==> src/rtl/bwb_pkg.sv <==
package bwb_pkg;
  localparam int unsigned ADDR_W = 9;
  localparam int unsigned DATA_W = 16;
  localparam int unsigned SYNC_STAGES = 2;
  // Order of the control bits inside the synchronized control vector.
  localparam int unsigned CTL_ALE = 0;
  localparam int unsigned CTL_CSN = 1;
  localparam int unsigned CTL_RDN = 2;
  localparam int unsigned CTL_WRN = 3;
  localparam int unsigned CTL_W   = 4;
  // Idle levels of the control inputs: latch low, all active-low pins high.
  localparam logic [CTL_W-1:0] CTL_IDLE = 4'b1110;

  typedef struct packed {
    logic [ADDR_W-1:0] addr;
    logic [DATA_W-1:0] data;
  } bus_word_t;
endpackage

==> src/rtl/bwb_rst_sync.sv <==
module bwb_rst_sync (
  input  logic clk,
  input  logic rst_n,
  output logic rst_sync_n
);
  logic [1:0] stage_q;

  always_ff @(posedge clk or negedge rst_n) begin
    if (!rst_n) stage_q <= 2'b00;
    else        stage_q <= {stage_q[0], 1'b1};
  end

  assign rst_sync_n = stage_q[1];
endmodule

==> src/rtl/bwb_sync.sv <==
module bwb_sync #(
  parameter int unsigned WIDTH = 1,
  parameter int unsigned STAGES = 2,
  parameter logic [WIDTH-1:0] RST_VAL = '0
) (
  input  logic             clk,
  input  logic             rst_n,
  input  logic [WIDTH-1:0] d_i,
  output logic [WIDTH-1:0] q_o
);
  logic [WIDTH-1:0] stage_q [STAGES];

  generate
    for (genvar s = 0; s < STAGES; s++) begin : g_stage
      logic [WIDTH-1:0] stage_d;
      if (s == 0) begin : g_first
        assign stage_d = d_i;
      end else begin : g_next
        assign stage_d = stage_q[s-1];
      end
      always_ff @(posedge clk or negedge rst_n) begin
        if (!rst_n) stage_q[s] <= RST_VAL;
        else        stage_q[s] <= stage_d;
      end
    end
  endgenerate

  assign q_o = stage_q[STAGES-1];
endmodule

==> src/rtl/bwb_edge.sv <==
module bwb_edge #(
  parameter int unsigned WIDTH = 1,
  parameter logic [WIDTH-1:0] RST_VAL = '0
) (
  input  logic             clk,
  input  logic             rst_n,
  input  logic [WIDTH-1:0] lvl_i,
  output logic [WIDTH-1:0] rise_o,
  output logic [WIDTH-1:0] fall_o
);
  logic [WIDTH-1:0] prev_q;

  always_ff @(posedge clk or negedge rst_n) begin
    if (!rst_n) prev_q <= RST_VAL;
    else        prev_q <= lvl_i;
  end

  generate
    for (genvar b = 0; b < WIDTH; b++) begin : g_bit
      assign rise_o[b] = lvl_i[b] & ~prev_q[b];
      assign fall_o[b] = ~lvl_i[b] & prev_q[b];
    end
  endgenerate
endmodule

==> src/rtl/bwb_ctrl.sv <==
module bwb_ctrl
  import bwb_pkg::*;
(
  input  logic              clk,
  input  logic              rst_n,
  input  logic              ale_lvl,
  input  logic              ale_rise,
  input  logic              ale_fall,
  input  logic              cs_n_lvl,
  input  logic              rd_n_lvl,
  input  logic              wr_done,
  input  bus_word_t         bus,
  output logic              we_o,
  output logic [ADDR_W-1:0] waddr_o,
  output logic [DATA_W-1:0] wdata_o
);
  logic              active_q, active_d;
  logic [ADDR_W-1:0] offset_q, offset_d;
  logic              we_q, we_d;
  logic [ADDR_W-1:0] waddr_q, waddr_d;
  logic [DATA_W-1:0] wdata_q, wdata_d;
  logic              open_burst;

  assign open_burst = ale_fall & ~cs_n_lvl;

  always_comb begin
    active_d = active_q;
    if (cs_n_lvl || ale_rise) active_d = 1'b0;
    else if (ale_fall)        active_d = 1'b1;

    we_d = active_q & ~cs_n_lvl & ~ale_lvl & rd_n_lvl & wr_done & ~ale_fall;

    offset_d = offset_q;
    if (open_burst) offset_d = bus.addr;
    else if (we_q)  offset_d = offset_q + 1'b1;

    waddr_d = waddr_q;
    wdata_d = wdata_q;
    if (we_d) begin
      waddr_d = offset_q;
      wdata_d = bus.data;
    end
  end

  always_ff @(posedge clk or negedge rst_n) begin
    if (!rst_n) begin
      active_q <= 1'b0;
      offset_q <= '0;
      we_q     <= 1'b0;
      waddr_q  <= '0;
      wdata_q  <= '0;
    end else begin
      active_q <= active_d;
      offset_q <= offset_d;
      we_q     <= we_d;
      waddr_q  <= waddr_d;
      wdata_q  <= wdata_d;
    end
  end

  assign we_o    = we_q;
  assign waddr_o = waddr_q;
  assign wdata_o = wdata_q;

  assert_reset_idle_R1: assert property (@(posedge clk)
    !rst_n |-> (!we_q && waddr_q == '0 && wdata_q == '0));

  assert_open_loads_R2: assert property (@(posedge clk) disable iff (!rst_n)
    open_burst |=> (offset_q == $past(bus.addr)));

  assert_offset_step_R3: assert property (@(posedge clk) disable iff (!rst_n)
    (we_q && !open_burst) |=> (offset_q == $past(waddr_q) + 1'b1));

  assert_no_write_unselected_R5: assert property (@(posedge clk) disable iff (!rst_n)
    cs_n_lvl |=> !we_q);

  assert_read_blocks_R8: assert property (@(posedge clk) disable iff (!rst_n)
    !rd_n_lvl |=> !we_q);

  assert_single_pulse_R9: assert property (@(posedge clk) disable iff (!rst_n)
    we_q |=> !we_q);

  assert_idle_no_write_R10: assert property (@(posedge clk) disable iff (!rst_n)
    !active_q |=> !we_q);
endmodule

==> src/rtl/burst_wr_bridge.sv <==
module burst_wr_bridge
  import bwb_pkg::*;
(
  input  logic              clk,
  input  logic              rst_n,
  input  logic              ale_i,
  input  logic              cs_n_i,
  input  logic              rd_n_i,
  input  logic              wr_n_i,
  input  logic [ADDR_W-1:0] addr_i,
  input  logic [DATA_W-1:0] data_i,
  output logic              reg_we_o,
  output logic [ADDR_W-1:0] reg_addr_o,
  output logic [DATA_W-1:0] reg_data_o
);
  localparam int unsigned BUS_W = ADDR_W + DATA_W;

  logic             rst_sync_n;
  logic [CTL_W-1:0] ctl_raw, ctl_s, ctl_rise, ctl_fall;
  logic [BUS_W-1:0] bus_s;
  bus_word_t        bus_w;

  assign ctl_raw[CTL_ALE] = ale_i;
  assign ctl_raw[CTL_CSN] = cs_n_i;
  assign ctl_raw[CTL_RDN] = rd_n_i;
  assign ctl_raw[CTL_WRN] = wr_n_i;

  bwb_rst_sync i_rst (
    .clk        (clk),
    .rst_n      (rst_n),
    .rst_sync_n (rst_sync_n)
  );

  bwb_sync #(.WIDTH(CTL_W), .STAGES(SYNC_STAGES), .RST_VAL(CTL_IDLE)) i_sync_ctl (
    .clk   (clk),
    .rst_n (rst_sync_n),
    .d_i   (ctl_raw),
    .q_o   (ctl_s)
  );

  bwb_sync #(.WIDTH(BUS_W), .STAGES(SYNC_STAGES), .RST_VAL('0)) i_sync_bus (
    .clk   (clk),
    .rst_n (rst_sync_n),
    .d_i   ({addr_i, data_i}),
    .q_o   (bus_s)
  );

  assign bus_w = bus_word_t'(bus_s);

  bwb_edge #(.WIDTH(CTL_W), .RST_VAL(CTL_IDLE)) i_edge (
    .clk    (clk),
    .rst_n  (rst_sync_n),
    .lvl_i  (ctl_s),
    .rise_o (ctl_rise),
    .fall_o (ctl_fall)
  );

  bwb_ctrl i_ctrl (
    .clk      (clk),
    .rst_n    (rst_sync_n),
    .ale_lvl  (ctl_s[CTL_ALE]),
    .ale_rise (ctl_rise[CTL_ALE]),
    .ale_fall (ctl_fall[CTL_ALE]),
    .cs_n_lvl (ctl_s[CTL_CSN]),
    .rd_n_lvl (ctl_s[CTL_RDN]),
    .wr_done  (ctl_rise[CTL_WRN]),
    .bus      (bus_w),
    .we_o     (reg_we_o),
    .waddr_o  (reg_addr_o),
    .wdata_o  (reg_data_o)
  );
endmodule

==> config.mk <==
export PLATFORM = sky130hd
export DESIGN_NAME = burst_wr_bridge
export DESIGN_NICKNAME = d
export VERILOG_FILES = /design/src/rtl/bwb_pkg.sv /design/src/rtl/bwb_rst_sync.sv /design/src/rtl/bwb_sync.sv /design/src/rtl/bwb_edge.sv /design/src/rtl/bwb_ctrl.sv /design/src/rtl/burst_wr_bridge.sv
export SDC_FILE = /design/constraint.sdc
export NUM_CORES = 1
export LEC_CHECK = 0
export ABC_CLOCK_PERIOD_IN_PS = 7200
export BUFFER_PORTS_ARGS = -buffer_cell sky130_fd_sc_hd__buf_2
export CORE_ASPECT_RATIO = 0.7
export CORE_MARGIN = 2
export CORE_UTILIZATION = 44
export CTS_BUF_LIST = sky130_fd_sc_hd__clkbuf_8 sky130_fd_sc_hd__clkbuf_16
export DETAILED_ROUTE_END_ITERATION = 8
export PLACE_DENSITY = 0.76
export SKIP_LAST_GASP = 1
export SLEW_MARGIN = 20
export SYNTH_ARGS = -nofsm -noshare
export SYNTH_HDL_FRONTEND = slang
export SYNTH_SLANG_ARGS = --single-unit
==> constraint.sdc <==
create_clock -name clk -period 7.2 [get_ports clk]
set_input_delay 0.36 -clock clk [delete_from_list [all_inputs] [get_ports clk]]
set_output_delay 0.36 -clock clk [all_outputs]
set_load 0.005 [all_outputs]
==> results.ini, run 1 <==
[routing]
num_vias=1524
antenna_left=0
drt_wl_total_mm=4.53
avgViaCountPerCell=4.48
first_pass_iters=4
wire_per_inst_microns=13.3
route.detailed.drc=0
drtIter0Drc=71

[power_and_ir_drop]
pwr-share-comb_pct=5.2
power.share.sequential_pct=57.7
power_switching_uw=238
swShare_pct=22.5
cellLeakagePower_nw=1.90
powerDensity_mw_per_mm2=280
vdd_drop_max_uv=165
p_int_uw=819
p_clk_share_pct=37.0

[worst_setup_path]
end_kind=flop
crit_arrival_ns=2.17
worstPathMaxFanout=26
startpoint_type=flop
worstPathRequired_ns=7.44
path_class=flop to flop

[floorplanning]
die_area_sq_mm=0.00788
fp.coreArea_sq_mm=0.00685
fp.dieH_microns=74.9
io_pins=57
start_util_pct=46.1
fp-row-count=25
die_x_microns=105

[finish]
n_antenna_cell=0
mostFrequentLayoutCells=dfrtp_1, buf_2, mux2_4
fin_area_sq_mm=0.00378
nNetsFinal=273
final_common_cell=dfrtp_1
syn_to_final_growth_pct=19.7
final_layout_size_suffix_gt1_share_pct=44.7
nFillCells=555

[logic_synthesis]
synth_mux_area_share_pct=11.5
synthCells=175
async_reset_ff_share_pct=100
synth_top_cell_by_area=dfrtp_1
ys_seq_area_share_pct=78.0
synth_fp_nets=207
synth_fa_ha_area_share_pct=0.396
synthXorXnorAreaFrac_pct=1.11
synth_ff_type=dfrtp_1
synthTopCellsByArea=dfrtp_1, mux2_4, dfstp_2
synth_top_area_share_pct=72.1
mappedNetlistArea_sq_mm=0.00316
netlist-cell-type-count=23
synth_warnings=0
synth_compound_gate_area_share_pct=2.54
ys_ff_latch=98
synth_top_family_by_area=multiplexers
synthSimpleGateAreaFrac_pct=5.31
synth_edf_count=0
syn_avg_cell_area_sq_um=18.0

[global_routing]
antenna_found_initial=0
track_usage_pct=13.1
grt_first_pass_wirelength_mm=7.62
grt-ovfl-total=0
grt_pass1_vias=1572
grt_max_degree=81

[sta]
max_clock_freq_mhz=518
rsz0062_at_grt=no
tightest_slew_ns=0.950
relSlewSlack_pct=36.7
fin_skew_ns=0.0112
tns_ns=0
hold_viol=0
min_period_over_period_pct=26.8
slew_viol_final=0
post-route-min-period_ns=1.93
setup_viol=0
holdWs_ns=0.0941

[placed_design]
placed_area_sq_mm=0.00354
hpwlAfterDp_mm=2.95
io_buffer_count=56
gp_congestion=0.675

[clocking]
cts_setup_buffers=0
clock_tree.htree_level_count=3
cts_sinks=98
cts_inserted_buffers=9
clkLatencyLatePin_ns=0.36
clock-root-buffer=clkbuf_8
path_clk_slew_ns=0.09
tritoncts=done
ctsLongestPathBuffers=2

[min_path]
min_path_type=input pin to flop

[run_status]
status=finished, final reports clean

[job]
maxCapViolations=0

==> per-stage QoR <==
step	setup WS, ns	utilization [%]	cells	power [mW]
finish	5.27	55.2	340	1.06
global route	5.16	55.2	340	1.11
CTS	5.23	55.2	340	1.07
detailed placement	5.24	51.7	323	0.678
global placement	5.31	51.7	323	0.674
floorplan	4.28	-	175	0.648
==> cell usage after synthesis, types with 2 or more instances <==
cell type   n
dfstp_2     7
nand2_1     9
nand4_1     4
xor2_1      3
nor2_1      4
or3_1       4
buf_6       2
inv_1       2
dfrtp_1    91
a31oi_1     4
mux2_4     19
mux2_2      6
o21ai_0    10
==> power groups by stage <==
stage / registers [mW] / clock network (mW) / logic, mW
floorplan: 0.622 / 0 / 0.0256
global placement: 0.620 / 0 / 0.0536
detailed placement: 0.621 / 0 / 0.0561
CTS: 0.611 / 0.403 / 0.0571
global route: 0.616 / 0.428 / 0.0634
finish: 0.610 / 0.392 / 0.0552
==> per-layer routing <==
metal	global-route usage, %	share of wire, %	vias up
li1	-	-	728
met1	17.4	47	747
met2	18.5	45	43
met3	6.23	6.8	6
met4	5.78	1.1	0
met5	0	0	-
==> sequential cells by signal (all words and copies together) (netlist names) <==
register	count
i_ctrl.wdata_o	16
i_sync_bus.g_stage.stage_d	25
i_rst.stage_q	2
i_ctrl.offset_q	9
i_sync_ctl.q_o	4
i_ctrl.active_q	1
i_sync_bus.q_o	25
i_sync_ctl.g_stage.stage_d	4
i_ctrl.we_o	1
i_edge.prev_q	2
i_ctrl.waddr_o	9
==> cells by family (layout without fill, tap and decap cells) <==
family,after synthesis,after routing
compound gates,15,15
xor+xnor,4,4
fa+ha+maj,1,1
buf+inv,5,76
flops,98,98
mux,26,26
other cells,1,1
simple gates,25,25
==> critical path: stages (launching register included) <==
cell	delay, ns
dfrtp_1	0.46
nor4b_4	0.33
nand4b_4	0.54
mux2_4	0.49
==> path summary, 6_finish.rpt <==
kind | startpoint | end | slack [ns] | cells past startpoint
setup / recovery | i_sync_ctl.q_o[0] | i_ctrl.wdata_o[4] | 5.27 | 3
hold / removal | cs_n_i | i_sync_ctl.g_stage[1].stage_d[1] | 0.09 | 1
setup reg to reg | i_sync_ctl.q_o[0] | i_ctrl.wdata_o[4] | 5.27 | 3
hold reg to reg | i_rst.stage_q[1] | i_sync_bus.g_stage[1].stage_d[14] | 0.18 | 0
max in group asynchronous | i_rst.stage_q[1] | i_sync_bus.q_o[23] | 5.82 | 1
min in group asynchronous | i_rst.stage_q[1] | i_sync_bus.g_stage[1].stage_d[14] | 0.18 | 0
==> cell type report <==
class	instances	area, sq um	share of cell area [%]
clock inverter	7	105	2.78
timing repair buffer	58	298	7.88
inverter	2	7.51	0.199
sequential	98	2460	65.2
tap	94	118	3.11
clock buffer	9	124	3.28
multi-input combinational	72	662	17.5
==> what timing repair did <==
item	4_1_cts	5_1_grt
endpoints found under the hold margin	2	0
gates resized for setup	0	0
hold buffers	1	0
No activity file was read; power rests on OpenSTA's default activity.
==> inputs of run 2 (changes only) <==
--- a/config.mk
+++ b/config.mk
@@ -5,14 +5,14 @@
 export SDC_FILE = /design/constraint.sdc
 export NUM_CORES = 1
 export LEC_CHECK = 0
-export ABC_CLOCK_PERIOD_IN_PS = 7200
+export ABC_CLOCK_PERIOD_IN_PS = 1600
 export BUFFER_PORTS_ARGS = -buffer_cell sky130_fd_sc_hd__buf_2
 export CORE_ASPECT_RATIO = 0.7
 export CORE_MARGIN = 2
 export CORE_UTILIZATION = 44
 export CTS_BUF_LIST = sky130_fd_sc_hd__clkbuf_8 sky130_fd_sc_hd__clkbuf_16
 export DETAILED_ROUTE_END_ITERATION = 8
-export PLACE_DENSITY = 0.76
+export PLACE_DENSITY = 0.79
 export SKIP_LAST_GASP = 1
 export SLEW_MARGIN = 20
 export SYNTH_ARGS = -nofsm -noshare
==> constraint.sdc (replaced) <==
create_clock -name clk -period 1.6 [get_ports clk]
set_input_delay 0.08 -clock clk [delete_from_list [all_inputs] [get_ports clk]]
set_output_delay 0.08 -clock clk [all_outputs]
set_load 0.005 [all_outputs]
==> run 2 against run 1 <==
Highest routed layer unchanged. First-iteration DRC count fell by 46%. Combinational power rose to 5.7 times the previous value. Critical path depth rose by 1. Utilization is 4.9 points higher. Register-to-register slack lost 5.2 ns. Sequential power rose to 4.5 times the previous value. Non-clock buffer count is 34 higher. Power increased to 4.3 times the previous value. Clock power grew to 3.9 times the previous value. Die area unchanged. Largest power group unchanged. Worst setup slack lost 5.2 ns.
==> results.ini, run 2 (synthesis gave the netlist of run 1 again) <==
[run_status]
status=finished, final reports clean

[worst_setup_path]
end_kind=flop
slowest_stage=dfstp_2
path_class=flop to flop
critPathTopFamily=flip-flops
reg2reg_from=i_sync_ctl.q_o[3]
worstPathRequired_ns=1.83
reg2reg_depth=4
rr_endpoint=i_ctrl.wdata_o[14]
startpoint_type=flop
crit_arrival_ns=1.77
max_stage_delay_ns=0.53
crit_chain=nor4b_4 > nand4b_4 > buf_12 > mux2_4
worst-path-buf-inv=1
reg2reg_slack_ns=0.05
worstPathMaxFanout=26

[floorplanning]
io_pins=57
die_x_microns=105
start_util_pct=46.1
fp-row-count=25
fp.dieH_microns=74.9
die_area_sq_mm=0.00788
fp.coreArea_sq_mm=0.00685

[sta]
fin_skew_ns=0.00912
holdWs_ns=0.0287
max_clock_freq_mhz=646
slew_viol_final=0
post-route-min-period_ns=1.55
min_period_over_period_pct=96.7
tns_ns=0
setup_viol=0
hold_viol=0
rsz0062_at_grt=no

[routing]
num_vias=1637
drt_wl_total_mm=4.97
route.detailed.drc=0
avgViaCountPerCell=4.39
drtIter0Drc=38
first_pass_iters=4
antenna_left=0
wire_per_inst_microns=13.3

[job]
maxCapViolations=0

[placed_design]
placed_area_sq_mm=0.00361
hpwlAfterDp_mm=3.24
placedCellCount=328
gp_congestion=0.728
io_buffer_count=56

[clocking]
path_clk_slew_ns=0.08
tritoncts=done
cts_resized=0
cts_sinks=98
ctsLongestPathBuffers=2
clkLatencyLatePin_ns=0.35
cts_inserted_buffers=9
clock_tree.htree_level_count=3
clock-root-buffer=clkbuf_8

[power_and_ir_drop]
powerDensity_mw_per_mm2=1120
p_clk_share_pct=33.2
power_switching_uw=966
p_int_mw=3.63
power.share.sequential_pct=59.9
cellLeakagePower_nw=2.06
pwr-share-comb_pct=6.9
swShare_pct=21.0
vdd_drop_max_uv=666

[finish]
n_antenna_cell=0
final_common_cell=dfrtp_1
fin_area_sq_mm=0.00411
mostFrequentLayoutCells=dfrtp_1, buf_2, dlygate4sd3_1
nNetsFinal=307
stdcell_count=373
final_layout_size_suffix_gt1_share_pct=40.1
post-route-util_pct=60.0
syn_to_final_growth_pct=30.2

[global_routing]
grt_max_degree=31
grt_first_pass_wirelength_mm=8.19
grt-ovfl-total=0
grt_pass1_vias=1690
track_usage_pct=14.1
antenna_found_initial=0

[min_path]
min_path_type=input pin to asynchronous set/reset pin

[run 2: cell types whose count changed in the layout (fill, tap and decap cells not counted)]
cell | before | now
buf_12 | 0 | 3
buf_4 | 1 | 3
bufinv_16 | 2 | 1
clkbuf_8 | 9 | 11
dlygate4sd3_1 | 1 | 30
inv_1 | 2 | 4
inv_6 | 3 | 0
inv_8 | 1 | 0
[run 2: worst max path at each step]
stage / from / endpoint / depth (start not counted)
final: i_sync_ctl.q_o[3] / i_ctrl.wdata_o[14] / 4
after floorplan: i_sync_ctl.q_o[3] / i_ctrl.waddr_o[4] / 4
after CTS: i_sync_ctl.q_o[3] / i_ctrl.wdata_o[14] / 4
after global routing: i_ctrl.offset_q[0] / i_ctrl.offset_q[6] / 4
after global placement: i_sync_ctl.q_o[3] / i_ctrl.wdata_o[6] / 4
after detailed placement: i_sync_ctl.q_o[3] / i_ctrl.wdata_o[13] / 4
[run 2: power groups by stage]
stage	Sequential, mW	Clock [mW]	Combinational [mW]
finish	2.75	1.52	0.317
global route	2.78	1.68	0.357
CTS	2.76	1.58	0.321
detailed placement	2.80	0	0.264
global placement	2.79	0	0.251
floorplan	2.80	0	0.115
[run 2: metrics by stage]
stage          setup slack [ns]  power (mW)
6_report                 0.0525        4.59
5_1_grt                 0.00316        4.82
4_1_cts                  0.0447        4.66
3_5_place_dp             0.0496        3.07
3_3_place_gp              0.103        3.04
2_1_floorplan            0.0672        2.92
[run 2: final cells by class]
| type | instances | area, sq um |
|---|---|---|
| repair buffers | 92 | 663 |
| fillers | 523 | 2740 |
| well taps | 94 | 118 |
| flip-flops and latches | 98 | 2460 |
| multi-input cells | 72 | 662 |
| inverters | 2 | 7.51 |
| clock inverters | 4 | 45.0 |
| clock buffers | 11 | 151 |
[run 2: worst reg2reg max path, stage by stage, from the launching register on]
cell and delay, ns:
dfstp_2 0.53, nor4b_4 0.24, nand4b_4 0.14, buf_12 0.20, mux2_4 0.33
[run 2: per-layer routing]
| metal | global-route usage [%] | vias to the layer above | wire, microns | part of all wire [%] |
|---|---|---|---|---|
| met2 | 23.1 | 39 | 2440 | 49 |
| met1 | 17.6 | 800 | 2200 | 44 |
| met5 | 0 | - | 0 | 0 |
| li1 | - | 795 | - | - |
| met3 | 5.80 | 3 | 281 | 5.7 |
| met4 | 4.00 | 0 | 44 | 0.89 |
[run 2: repair_timing]
action / 4_1_cts / 5_1_grt
hold buffers: 30 / 0
endpoints found under the hold margin: 31 / 0
setup buffers: 0 / 0
==> inputs of run 3 (changes only) <==
--- a/config.mk
+++ b/config.mk
@@ -7,12 +7,14 @@
 export LEC_CHECK = 0
 export ABC_CLOCK_PERIOD_IN_PS = 1600
 export BUFFER_PORTS_ARGS = -buffer_cell sky130_fd_sc_hd__buf_2
+export CELL_PAD_IN_SITES_DETAIL_PLACEMENT = 0
+export CELL_PAD_IN_SITES_GLOBAL_PLACEMENT = 1
 export CORE_ASPECT_RATIO = 0.7
 export CORE_MARGIN = 2
-export CORE_UTILIZATION = 44
+export CORE_UTILIZATION = 41
 export CTS_BUF_LIST = sky130_fd_sc_hd__clkbuf_8 sky130_fd_sc_hd__clkbuf_16
 export DETAILED_ROUTE_END_ITERATION = 8
-export PLACE_DENSITY = 0.79
+export PLACE_DENSITY = 0.85
 export SKIP_LAST_GASP = 1
 export SLEW_MARGIN = 20
 export SYNTH_ARGS = -nofsm -noshare
==> run 3 against run 2 <==
Final cell count is 1.3% higher. Largest cell class unchanged. Global-route usage fell by 0.66 points. Largest power group unchanged. Power shrank 2.7%. Worst setup slack got worse by 0.0068 ns. Critical endpoint is now i_ctrl.wdata_o[0].
==> results.ini, run 3 (synthesis gave the netlist of run 1 again) <==
[global_routing]
antenna_found_initial=0
track_usage_pct=13.4
grt_first_pass_wirelength_mm=8.28
grt-ovfl-total=0
grt_max_degree=36
grt_pass1_vias=1749

[worst_setup_path]
slowest_stage=dfstp_2
end_kind=flop
max_stage_delay_ns=0.54
rr_endpoint=i_ctrl.wdata_o[0]
worstPathRequired_ns=1.84
reg2reg_from=i_sync_ctl.q_o[3]
cp-startpoint=i_sync_ctl.q_o[3]
reg2reg_depth=4
reg2reg_slack_ns=0.05
path_class=flop to flop
crit_arrival_ns=1.79
worstPathMaxFanout=17
crit_chain=nor4b_4 > nand4b_4 > buf_12 > mux2_4
startpoint_type=flop

[clocking]
cts_resized=0
cts_inserted_buffers=9
clock_tree.htree_level_count=3
clkLatencyLatePin_ns=0.36
tritoncts=done
ctsLongestPathBuffers=2
cts_sinks=98
path_clk_slew_ns=0.08
clock-root-buffer=clkbuf_8
cts_setup_buffers=0

[finish]
mostFrequentLayoutCells=dfrtp_1, buf_2, dlygate4sd3_1
n_antenna_cell=0
syn_to_final_growth_pct=30.3
final_common_cell=dfrtp_1
final_layout_size_suffix_gt1_share_pct=40.7
nNetsFinal=307

[sta]
setup_ws_ns=0.0457
post-route-min-period_ns=1.55
min_period_over_period_pct=97.1
setup_viol=0
tns_ns=0
fin_skew_ns=0.0115
rsz0062_at_grt=yes
slew_viol_final=0
hold_viol=0
max_clock_freq_mhz=643

[routing]
drt_wl_total_mm=4.80
route.detailed.drc=0
first_pass_iters=4
num_vias=1665
wire_per_inst_microns=12.7
drtIter0Drc=47
antenna_left=0
avgViaCountPerCell=4.40

[placed_design]
hpwlAfterDp_mm=3.21
io_buffer_count=56
gp_congestion=0.776
place_ws_ns=0.0286

[run_status]
status=finished, final reports clean

[floorplanning]
start_util_pct=42.7
fp.dieH_microns=77.4
fp-row-count=26
fp.coreArea_sq_mm=0.00738
die_x_microns=109
die_area_sq_mm=0.00843
io_pins=57

[power_and_ir_drop]
powerDensity_mw_per_mm2=1090
vdd_drop_max_uv=603
cellLeakagePower_nw=2.05

[job]
maxCapViolations=0

[min_path]
min_path_type=input pin to asynchronous set/reset pin

-- run 3: critical path, delay by kind of cell, from the launching register on --
family	cells	cell delay [ns]
buf+inv	1	0.20
flops	1	0.54
simple gates	2	0.41
mux	1	0.30
-- run 3: area by class of cell --
type / count / area (sq um)
timing repair buffer: 92 / 676
multi-input combinational: 72 / 662
inverter: 2 / 7.51
tap: 98 / 123
fill: 607 / 3270
sequential: 98 / 2460
clock buffer: 11 / 151
clock inverter: 5 / 30.0
-- run 3: worst max-delay path by stage --
stage / end / slack [ns]
floorplan: i_ctrl.waddr_o[4] / 0.07
global placement: i_ctrl.wdata_o[2] / 0.08
detailed placement: i_ctrl.wdata_o[3] / 0.03
CTS: i_ctrl.wdata_o[3] / 0.03
global route: i_ctrl.wdata_o[3] / -0.03
finish: i_ctrl.wdata_o[0] / 0.05
-- run 3: through the flow --
stage	power, mW	cells	util (%)	hold slack, ns	area (sq um)
after floorplan	2.92	175	-	-0.216	3160
after global placement	3.05	332	49.2	-0.134	3630
after detailed placement	3.06	332	49.2	-0.132	3630
after CTS	4.56	378	55.7	0.000834	4110
after global routing	4.72	378	55.7	0.0216	4110
final	4.47	378	55.7	0.0298	4110
-- run 3: routing by layer --
layer | vias up | track usage (%) | wire (microns)
met1 | 824 | 17.0 | 2110
li1 | 792 | - | -
met2 | 41 | 19.8 | 2320
met4 | 0 | 5.38 | 75
met3 | 8 | 6.39 | 301
met5 | - | 0 | 0
-- run 3: power breakdown --
| part | internal [mW] | total [mW] | switching [mW] |
|---|---|---|---|
| combinational | 0.196 | 0.306 | 0.110 |
| clock | 0.641 | 1.41 | 0.768 |
| sequential | 2.64 | 2.75 | 0.115 |
-- run 3: timing repair --
action,CTS,global route
hold buffers,30,0
hold endpoints to repair,31,0
setup endpoints to repair,0,17
